$ cat src/rtl/tlb_pkg.sv
package tlb_pkg;

  // Invalidation mode encodings on ivMode
  localparam logic [1:0] INV_ONE  = 2'b00;
  localparam logic [1:0] INV_ASID = 2'b01;

  // Strobes from control to datapath for one clock cycle
  typedef struct packed {
    logic write;    // write refill data into entry wrIdx
    logic clrOne;   // clear entry matching page and identifier
    logic clrAsid;  // clear entries of one identifier
    logic clrAll;   // clear every entry
  } tlbStrobeT;

endpackage

$ cat src/rtl/tlb_ctrl.sv
module tlb_ctrl
  import tlb_pkg::*;
#(
  parameter int ENTRIES = 16,
  localparam int IDX_W = (ENTRIES > 1) ? $clog2(ENTRIES) : 1
) (
  input  logic               clk,
  input  logic               rstN,
  input  logic               rfValid,
  input  logic               ivValid,
  input  logic [1:0]         ivMode,
  input  logic [ENTRIES-1:0] validVec,
  input  logic [ENTRIES-1:0] rfMatchVec,
  output tlbStrobeT          strobe,
  output logic [IDX_W-1:0]   wrIdx
);

  localparam logic [IDX_W-1:0] LAST_IDX = IDX_W'(ENTRIES - 1);

  logic [IDX_W-1:0] freeIdx;
  logic [IDX_W-1:0] matchIdx;
  logic [IDX_W-1:0] rrPtr;
  logic             hasFree;
  logic             hasMatch;
  logic             useVictim;

  // Lowest-numbered invalid entry and lowest-numbered matching entry
  always_comb begin
    freeIdx  = '0;
    hasFree  = 1'b0;
    matchIdx = '0;
    hasMatch = 1'b0;
    for (int i = ENTRIES - 1; i >= 0; i--) begin
      if (!validVec[i]) begin
        freeIdx = IDX_W'(i);
        hasFree = 1'b1;
      end
      if (rfMatchVec[i]) begin
        matchIdx = IDX_W'(i);
        hasMatch = 1'b1;
      end
    end
  end

  assign useVictim = rfValid && !hasMatch && !hasFree;

  always_comb begin
    if (hasMatch)     wrIdx = matchIdx;
    else if (hasFree) wrIdx = freeIdx;
    else              wrIdx = rrPtr;
  end

  // Round-robin victim pointer, moves only when it was used
  always_ff @(posedge clk or negedge rstN) begin
    if (!rstN) begin
      rrPtr <= '0;
    end else if (useVictim) begin
      rrPtr <= (rrPtr == LAST_IDX) ? '0 : rrPtr + 1'b1;
    end
  end

  always_comb begin
    strobe.write   = rfValid;
    strobe.clrOne  = ivValid && (ivMode == INV_ONE);
    strobe.clrAsid = ivValid && (ivMode == INV_ASID);
    strobe.clrAll  = ivValid && ivMode[1];
  end

endmodule

$ cat src/rtl/tlb_datapath.sv
module tlb_datapath
  import tlb_pkg::*;
#(
  parameter int ENTRIES = 16,
  parameter int VPN_W   = 20,
  parameter int PPN_W   = 20,
  parameter int ASID_W  = 8,
  localparam int IDX_W = (ENTRIES > 1) ? $clog2(ENTRIES) : 1
) (
  input  logic               clk,
  input  logic               rstN,
  input  tlbStrobeT          strobe,
  input  logic [IDX_W-1:0]   wrIdx,
  input  logic [VPN_W-1:0]   rfVpn,
  input  logic [ASID_W-1:0]  rfAsid,
  input  logic [PPN_W-1:0]   rfPpn,
  input  logic               rfExecNever,
  input  logic               rfStrongOrd,
  input  logic               rfWriteBack,
  input  logic [VPN_W-1:0]   ivVpn,
  input  logic [ASID_W-1:0]  ivAsid,
  input  logic               lkValid,
  input  logic [VPN_W-1:0]   lkVpn,
  input  logic [ASID_W-1:0]  lkAsid,
  input  logic               lkIsFetch,
  output logic [ENTRIES-1:0] validVec,
  output logic [ENTRIES-1:0] rfMatchVec,
  output logic [ENTRIES-1:0] hitVec,
  output logic               rsHit,
  output logic               rsMiss,
  output logic               rsFault,
  output logic [PPN_W-1:0]   rsPpn,
  output logic               rsStrongOrd,
  output logic               rsWriteBack
);

  logic [PPN_W-1:0]   ppnMasked [ENTRIES];
  logic [ENTRIES-1:0] xnHitVec;
  logic [ENTRIES-1:0] soHitVec;
  logic [ENTRIES-1:0] wbHitVec;

  for (genvar g = 0; g < ENTRIES; g++) begin : gEntry
    logic              validQ;
    logic [VPN_W-1:0]  vpnQ;
    logic [ASID_W-1:0] asidQ;
    logic [PPN_W-1:0]  ppnQ;
    logic              xnQ;
    logic              soQ;
    logic              wbQ;
    logic              clrHit;
    logic              wrHere;

    assign wrHere = strobe.write && (wrIdx == IDX_W'(g));
    assign clrHit = strobe.clrAll
                  | (strobe.clrAsid && (asidQ == ivAsid))
                  | (strobe.clrOne && (asidQ == ivAsid) && (vpnQ == ivVpn));

    always_ff @(posedge clk or negedge rstN) begin
      if (!rstN) begin
        validQ <= 1'b0;
        vpnQ   <= '0;
        asidQ  <= '0;
        ppnQ   <= '0;
        xnQ    <= 1'b0;
        soQ    <= 1'b0;
        wbQ    <= 1'b0;
      end else if (wrHere) begin
        validQ <= 1'b1;
        vpnQ   <= rfVpn;
        asidQ  <= rfAsid;
        ppnQ   <= rfPpn;
        xnQ    <= rfExecNever;
        soQ    <= rfStrongOrd;
        wbQ    <= rfWriteBack;
      end else if (clrHit) begin
        validQ <= 1'b0;
      end
    end

    assign validVec[g]   = validQ;
    assign hitVec[g]     = validQ && (vpnQ == lkVpn) && (asidQ == lkAsid);
    assign rfMatchVec[g] = validQ && (vpnQ == rfVpn) && (asidQ == rfAsid);
    assign ppnMasked[g]  = hitVec[g] ? ppnQ : '0;
    assign xnHitVec[g]   = hitVec[g] & xnQ;
    assign soHitVec[g]   = hitVec[g] & soQ;
    assign wbHitVec[g]   = hitVec[g] & wbQ;
  end

  logic [PPN_W-1:0] selPpn;
  logic             anyHit;
  logic             blockFetch;
  logic             okHit;

  always_comb begin
    selPpn = '0;
    for (int i = 0; i < ENTRIES; i++) begin
      selPpn = selPpn | ppnMasked[i];
    end
  end

  assign anyHit     = |hitVec;
  assign blockFetch = lkIsFetch && (|xnHitVec);
  assign okHit      = lkValid && anyHit && !blockFetch;

  always_ff @(posedge clk or negedge rstN) begin
    if (!rstN) begin
      rsHit       <= 1'b0;
      rsMiss      <= 1'b0;
      rsFault     <= 1'b0;
      rsPpn       <= '0;
      rsStrongOrd <= 1'b0;
      rsWriteBack <= 1'b0;
    end else begin
      rsHit       <= okHit;
      rsMiss      <= lkValid && !anyHit;
      rsFault     <= lkValid && anyHit && blockFetch;
      rsPpn       <= okHit ? selPpn : '0;
      rsStrongOrd <= okHit && (|soHitVec);
      rsWriteBack <= okHit && (|wbHitVec);
    end
  end

endmodule

$ cat src/rtl/asid_tlb.sv
module asid_tlb
  import tlb_pkg::*;
#(
  parameter int ENTRIES = 16,
  parameter int VPN_W   = 20,
  parameter int PPN_W   = 20,
  parameter int ASID_W  = 8
) (
  input  logic              clk,
  input  logic              rstN,
  input  logic              lkValid,
  input  logic [VPN_W-1:0]  lkVpn,
  input  logic [ASID_W-1:0] lkAsid,
  input  logic              lkIsFetch,
  output logic              rsHit,
  output logic              rsMiss,
  output logic              rsFault,
  output logic [PPN_W-1:0]  rsPpn,
  output logic              rsStrongOrd,
  output logic              rsWriteBack,
  input  logic              rfValid,
  input  logic [VPN_W-1:0]  rfVpn,
  input  logic [ASID_W-1:0] rfAsid,
  input  logic [PPN_W-1:0]  rfPpn,
  input  logic              rfExecNever,
  input  logic              rfStrongOrd,
  input  logic              rfWriteBack,
  input  logic              ivValid,
  input  logic [1:0]        ivMode,
  input  logic [VPN_W-1:0]  ivVpn,
  input  logic [ASID_W-1:0] ivAsid
);

  localparam int IDX_W = (ENTRIES > 1) ? $clog2(ENTRIES) : 1;

  tlbStrobeT          strobe;
  logic [IDX_W-1:0]   wrIdx;
  logic [ENTRIES-1:0] validVec;
  logic [ENTRIES-1:0] rfMatchVec;
  logic [ENTRIES-1:0] hitVec;

  tlb_ctrl #(.ENTRIES(ENTRIES)) i_ctrl (
    .clk        (clk),
    .rstN       (rstN),
    .rfValid    (rfValid),
    .ivValid    (ivValid),
    .ivMode     (ivMode),
    .validVec   (validVec),
    .rfMatchVec (rfMatchVec),
    .strobe     (strobe),
    .wrIdx      (wrIdx)
  );

  tlb_datapath #(
    .ENTRIES (ENTRIES),
    .VPN_W   (VPN_W),
    .PPN_W   (PPN_W),
    .ASID_W  (ASID_W)
  ) i_datapath (
    .clk         (clk),
    .rstN        (rstN),
    .strobe      (strobe),
    .wrIdx       (wrIdx),
    .rfVpn       (rfVpn),
    .rfAsid      (rfAsid),
    .rfPpn       (rfPpn),
    .rfExecNever (rfExecNever),
    .rfStrongOrd (rfStrongOrd),
    .rfWriteBack (rfWriteBack),
    .ivVpn       (ivVpn),
    .ivAsid      (ivAsid),
    .lkValid     (lkValid),
    .lkVpn       (lkVpn),
    .lkAsid      (lkAsid),
    .lkIsFetch   (lkIsFetch),
    .validVec    (validVec),
    .rfMatchVec  (rfMatchVec),
    .hitVec      (hitVec),
    .rsHit       (rsHit),
    .rsMiss      (rsMiss),
    .rsFault     (rsFault),
    .rsPpn       (rsPpn),
    .rsStrongOrd (rsStrongOrd),
    .rsWriteBack (rsWriteBack)
  );

endmodule

$ cat config.mk
export PLATFORM = sky130hd
export DESIGN_NAME = asid_tlb
export DESIGN_NICKNAME = d
export VERILOG_FILES = /design/src/rtl/tlb_pkg.sv /design/src/rtl/tlb_ctrl.sv /design/src/rtl/tlb_datapath.sv /design/src/rtl/asid_tlb.sv
export SDC_FILE = /design/constraint.sdc
export NUM_CORES = 2
export LEC_CHECK = 0
export BUFFER_PORTS_ARGS = -buffer_cell sky130_fd_sc_hd__buf_2
export CAP_MARGIN = 30
export CORE_MARGIN = 2
export CORE_UTILIZATION = 55
export CTS_BUF_LIST = sky130_fd_sc_hd__clkbuf_8
export DETAILED_ROUTE_END_ITERATION = 8
export PLACE_DENSITY_LB_ADDON = 0.12
export SYNTH_ARGS = -nofsm -noshare
export SYNTH_HDL_FRONTEND = slang
export SYNTH_SLANG_ARGS = --single-unit
export TNS_END_PERCENT = 20
$ cat constraint.sdc
create_clock -name clk -period 9.9 [get_ports clk]
set_input_delay 0 -clock clk [delete_from_list [all_inputs] [get_ports clk]]
set_output_delay 0 -clock clk [all_outputs]
set_load 0.02 [all_outputs]
# Yosys cells after proc, flatten, opt, wreduce, memory -nomap -nowiden
# Cells that the tools add are included.
[op_classes] n_addsub=1 mul=0 n_div=0 n_lt_le_gt_ge=0 n_eq_ne=113 shift=0 mux=116 bitwise_logic=95 reduce_logical=166
[op_table] cell="$eq 20x20->1" n=48
[op_table] cell="$eq 8x8->1" n=48
[op_table] cell="$mux 20" n=17
[op_table] cell="$or 20x20->20" n=15
[op_table] cell="$logic_and 1x1->1" n=140
[op_table] cell="$mux 4" n=35
[op_table] cell="$mux 1" n=64
[op_table] cell="$reduce_or 16->1" n=4
[op_table] cell="$and 1x1->1" n=48
[op_table] cell="$eq 4x4->1 const B" n=9
[op_table] cell="$or 1x1->1" n=32
[op_table] cell="$reduce_bool 2->1" n=16
[op_table] cell="$eq 4x3->1 const B" n=4
[op_table] cell="$eq 4x2->1 const B" n=2
[op_table] cell="$add 4x1->4 const B" n=1
[op_table] cell="$eq 4x1->1 const B" n=1
[op_table] cell="$logic_not 1->1" n=4
[op_table] cell="$logic_not 4->1" n=1
[op_table] cell="$eq 2x1->1 const B" n=1
[op_table] cell="$logic_not 2->1" n=1
[word_totals] regBits=861 latch_bits=0 ram_bits=0 romBits=0 in_bits=115 output_inout_bits=25 wordCells=610 memories=0

# Logic depth before layout (Yosys ltp)
[logic_depth] ltp_word=23 mapped_depth=16 ltp_nobuf=10

# Hierarchy
# A second synthesis with hierarchy kept.
[hier_totals] hier_cells=4357 hier_area_um2=50310.8
[modules_own_cells] module="tlb_datapath" n_inst=1 cells_per_inst=4270 area_per_inst_um2=49680.1 seq_area_each_um2=21445.6
[modules_own_cells] module="tlb_ctrl" n_inst=1 cells_per_inst=87 area_per_inst_um2=630.6 seq_area_each_um2=100.1

# Worst setup path before layout
# Ideal clock, no wire load.
[synth_timing] path_type="flip-flop to flip-flop" from="register i_datapath.gEntry[7].vpnQ[12]" to="register i_datapath.gEntry[3].asidQ[0]" setup_ps=125 t_arrival_ps=3391 required_ps=9775 setup_slack_ps=6384 path_stages_with_launch=13 n_path_buf=3 period_less_slack_ps=3516 path_cell_list="dfrtp_1 xor2_1 or4_1 or4_4 and3_1 a221oi_2 nand2_1 a21o_1 buf_6 or3_1 buf_2 buf_6 mux2_4"
[synth_via] elab_chain_cells=14 word_cells_on_any_way=22 classes_between="eq/ne: 2; mux: 17; reduce/logical: 3"
[synth_rtl] item="start: declaration" line="tlb_datapath.sv:44" text="logic [VPN_W-1:0] vpnQ;"
[synth_rtl] item="start signal: assignment" line="tlb_datapath.sv:69" text="vpnQ <= rfVpn;"
[synth_rtl] item="$eq 20x20->1 (*)" line="tlb_datapath.sv:82" text="assign rfMatchVec[g] = validQ && (vpnQ == rfVpn) && (asidQ == rfAsid);"
[synth_rtl] item="$logic_and 1x1->1 (*) (2 in series)" line="tlb_datapath.sv:82"
[synth_rtl] item="$mux 4 / $mux 1 (equally long branches) (8 in series)" line="tlb_ctrl.sv:38" text="if (rfMatchVec[i]) begin"
[synth_rtl] item="$mux 4 (*)" line="tlb_ctrl.sv:48" text="if (hasMatch) wrIdx = matchIdx;"
[synth_rtl] item="$eq 4x2->1 (*)" line="tlb_datapath.sv:53" text="assign wrHere = strobe.write && (wrIdx == IDX_W'(g));"
[synth_rtl] item="$logic_and 1x1->1 (*)" line="tlb_datapath.sv:53"
[synth_rtl] item="end signal: assignment" line="tlb_datapath.sv:70" text="asidQ <= rfAsid;"
[synth_rtl] item="end: declaration" line="tlb_datapath.sv:45" text="logic [ASID_W-1:0] asidQ;"
# Mark *: on every way between the ends. The rest lies on a longest branch, timed or not.
# A chain may end at the register's enable or synchronous reset.

# Worst setup path in the final report
[layout_timing] from="input port rfAsid[2]" to="register i_datapath.gEntry[1].ppnQ[3]"
[layout_via] elab_chain_cells=21 word_cells_on_any_way=67 classes_between="eq/ne: 17; mux: 33; reduce/logical: 17"
[layout_rtl] item="start: declaration" line="asid_tlb.sv:23" text="input logic [ASID_W-1:0] rfAsid,"
[layout_rtl] item="$eq 8x8->1" line="tlb_datapath.sv:82"
[layout_rtl] item="$logic_and 1x1->1" line="tlb_datapath.sv:82"
[layout_rtl] item="$mux 4 / $mux 1 (equally long branches) (16 in series)" line="tlb_ctrl.sv:38"
[layout_rtl] item="$mux 4 (*)" line="tlb_ctrl.sv:48"
[layout_rtl] item="$eq 4x1->1 (*)" line="tlb_datapath.sv:53"
[layout_rtl] item="$logic_and 1x1->1 (*)" line="tlb_datapath.sv:53"
[layout_rtl] item="end signal: assignment" line="tlb_datapath.sv:71" text="ppnQ <= rfPpn;"
[layout_rtl] item="end: declaration" line="tlb_datapath.sv:46" text="logic [PPN_W-1:0] ppnQ;"
# Marked as above.

==> flow_summary.ini <==
[timing]
rsz0062_at_grt = false
finalCritPeriodShare_pct = 52.7
setup_viol = 0
finalWorstSetupSlack_ns = 4.68
worst_pin_slew_ns = 1.20
slew_violations = 0
fin_tns_setup_ns = 0
slew_headroom_pct = 19.7
finClkSkew_ns = 0.0538
period_needed_ns = 5.22
holdWs_ns = 0.0639
fmax_mhz = 192
hold_violations = 0

[layout]
nets = 4651
drive_gt1_share_pct = 28.9
stdcell_count = 5904
postLayoutCoreUtil_pct = 61.7
area_delta_synth_final_pct = 11.7
stdcell_area_um2 = 57400

[clock_network]
postCtsSetupBuffers = 0
clk-insertion-delay-late_ns = 0.90
root_buffer = clkbuf_8
clock-sinks = 861
cts_buffers = 153
h-tree-depth = 4
post_cts_resized = 0
cts_hold_buf = 74
clk_path_buf_depth = 3
cts_tree = built
cts.clk_slew.worst_paths_ns = 0.06

[critical_path]
cp_max_fo = 30
crit_chain = dlygate4sd3_1 -> buf_2 -> buf_4 -> xnor2_1 -> nand4_1 -> or4_1 -> or4_1 -> nand4_1 -> nor3_1 -> o21ai_1 -> nor3_1 -> nand2_2 -> buf_4 -> mux2_2
slowest_delay_ns = 0.69
start_kind = input pin
required_ns = 10.66
cp_slowest_cell = nand2_2
crit_type = in2reg
crit_arrival_ns = 5.98
crit_path_end_kind = register

[routing]
drtPass1Iterations = 6
drt-total-wl_um = 202000
drtIter0Drc = 4907
drtAntennaViolNets = 0
vias = 39300
vias_per_cell = 6.65
drc = 0
wl_per_cell_um = 34.2

[floorplan]
row_count = 112
core-area_um2 = 93000
initial_core_util_pct = 55.3
die_w_um = 310
die_y_um = 310
ios = 140
die-area_um2 = 95900

[global_route]
overflow = 0
grt_pass1_vias = 39300
grt_start_max_net_pins = 177
antenna_found_initial = 4
grt_usage_pct = 42.2
grt_pass1_wl_um = 287000

[power]
leakage_nw = 25.5
ir_worst_vdd_mv = 0.154
p_total_mw = 11.2
powerDensity_nw_per_um2 = 194

[synthesis]
async_reset_ff_share_pct = 100
synth_top_area_share_pct = 41.9
synthTopCellsByArea = dfrtp_1 42%, mux2_2 15%, xnor2_1 13%
synth_flop_cell = dfrtp_1
synth_cell_types = 70
syn_avg_cell_area_um2 = 11.6
synth_area_um2 = 51400
yosysMostFrequentCell = dfrtp_1
synth-seq-cells = 861
synth_seq_area_share_pct = 41.9
synth_common_cells = 861 x dfrtp_1, 772 x xnor2_1, 665 x mux2_2
yosys_warnings = 0
synth_cells = 4417
synth_edf_count = 0
synth_area_leader_cell = dfrtp_1
synth_fp_nets = 4533

[run]
max_cap_viol_count = 0

[place]
gp_congestion = 0.987
dp_hpwl_um = 117000
place_worst_setup_slack_ns = 4.52
dpl-instance-area_um2 = 53300
port_buffers = 139
dp_cells = 5556

[min_path]
hp-class = in2reg

[outcome]
status = finished clean
worst paths after layout:
| path | startpoint | to | slack (ns) | depth (start not counted) |
|---|---|---|---|---|
| max in group asynchronous | rstN | i_datapath.gEntry[1].ppnQ[14] | 7.98 | 5 |
| worst max-delay path | rfAsid[2] | i_datapath.gEntry[1].ppnQ[3] | 4.68 | 14 |
| min in group asynchronous | rstN | i_datapath.gEntry[0].asidQ[0] | 0.24 | 4 |
| worst min register to register | i_datapath.gEntry[7].wbQ | i_datapath.gEntry[7].wbQ | 0.49 | 1 |
| worst min-delay path | ivMode[0] | i_datapath.gEntry[7].validQ | 0.06 | 6 |
| worst max register to register | i_datapath.gEntry[13].asidQ[3] | i_datapath.gEntry[1].ppnQ[3] | 4.93 | 10 |
metal layers:
layer	routed length (um)	track usage, %
met2	85700	62.6
met4	15800	27.7
met5	33	0
met3	24100	12.1
met1	76500	53.9
flip-flops by register name (all words and copies together), names as in the netlist:
| register | flops |
|---|---|
| i_datapath.rsStrongOrd | 1 |
| i_datapath.gEntry.xnQ | 16 |
| i_datapath.gEntry.asidQ | 128 |
| i_datapath.rsPpn | 20 |
| i_datapath.rsFault | 1 |
| i_datapath.gEntry.ppnQ | 320 |
| i_datapath.gEntry.wbQ | 16 |
| i_datapath.rsWriteBack | 1 |
| i_datapath.gEntry.soQ | 16 |
| i_ctrl.rrPtr | 4 |
| i_datapath.gEntry.validQ | 16 |
| i_datapath.gEntry.vpnQ | 320 |
| i_datapath.rsMiss | 1 |
| i_datapath.rsHit | 1 |
cells by family after synthesis:
| group | Yosys count | synth area share, % |
|---|---|---|
| AOI/OAI and AO/OA | 262 | 4.14 |
| and+or+nand+nor | 755 | 8.72 |
| buffers and inverters | 389 | 3.56 |
| DFF | 861 | 41.9 |
| muxes | 818 | 19.0 |
| xor gates and xnor gates | 1331 | 22.7 |
| adders and majority gates | 1 | 0.0243 |
worst max-delay path: cells and delay by family:
| kind | cells | cell delay (ns) |
|---|---|---|
| AO/OA/AOI/OAI | 1 | 0.58 |
| XOR/XNOR | 1 | 0.19 |
| buffers and inverters | 4 | 2.27 |
| multiplexers | 1 | 0.39 |
| AND/OR/NAND/NOR | 7 | 2.46 |
where the power goes:
part           internal [mW]  switching [mW]  total, mW
clock network           1.90            1.63       3.53
registers               4.10           0.734       4.83
logic                   1.43            1.37       2.80
final cells by class:
class / instances / area [um2]
clock buffer: 189 / 2600
timing repair buffer: 334 / 2790
clock inverter: 78 / 613
tap: 1254 / 1570
fill: 7680 / 35600
sequential: 861 / 21500
inverter: 18 / 67.6
antenna: 3 / 7.51
multi-input combinational: 3167 / 28200
cell usage in the layout (no fill, tap or decap), types with 7 or more instances in the layout:
| cell type | count |
|---|---|
| dfrtp_1 | 861 |
| xnor2_1 | 772 |
| mux2_2 | 665 |
| xor2_1 | 559 |
| nand4_1 | 261 |
| clkbuf_8 | 189 |
| nor4_1 | 180 |
| mux2_4 | 147 |
| buf_2 | 138 |
| buf_4 | 91 |
| nand2_1 | 78 |
| dlygate4sd3_1 | 73 |
| inv_1 | 63 |
| nand3_1 | 62 |
| a22oi_1 | 51 |
| a221oi_1 | 47 |
| a22o_1 | 38 |
| nor3_1 | 27 |
| a222oi_1 | 26 |
| nor2_1 | 26 |
| buf_12 | 25 |
| nand2b_1 | 22 |
| a31oi_1 | 19 |
| a41oi_1 | 17 |
| o21ai_0 | 14 |
| o311ai_0 | 14 |
| nor4_2 | 13 |
| and4_1 | 12 |
| nor4b_1 | 10 |
| clkinv_2 | 10 |
| or4_1 | 9 |
| and3_1 | 9 |
| nor3b_1 | 9 |
| nor3_4 | 9 |
| or2_2 | 7 |
Note: power is estimated with default switching activity, not from simulation.
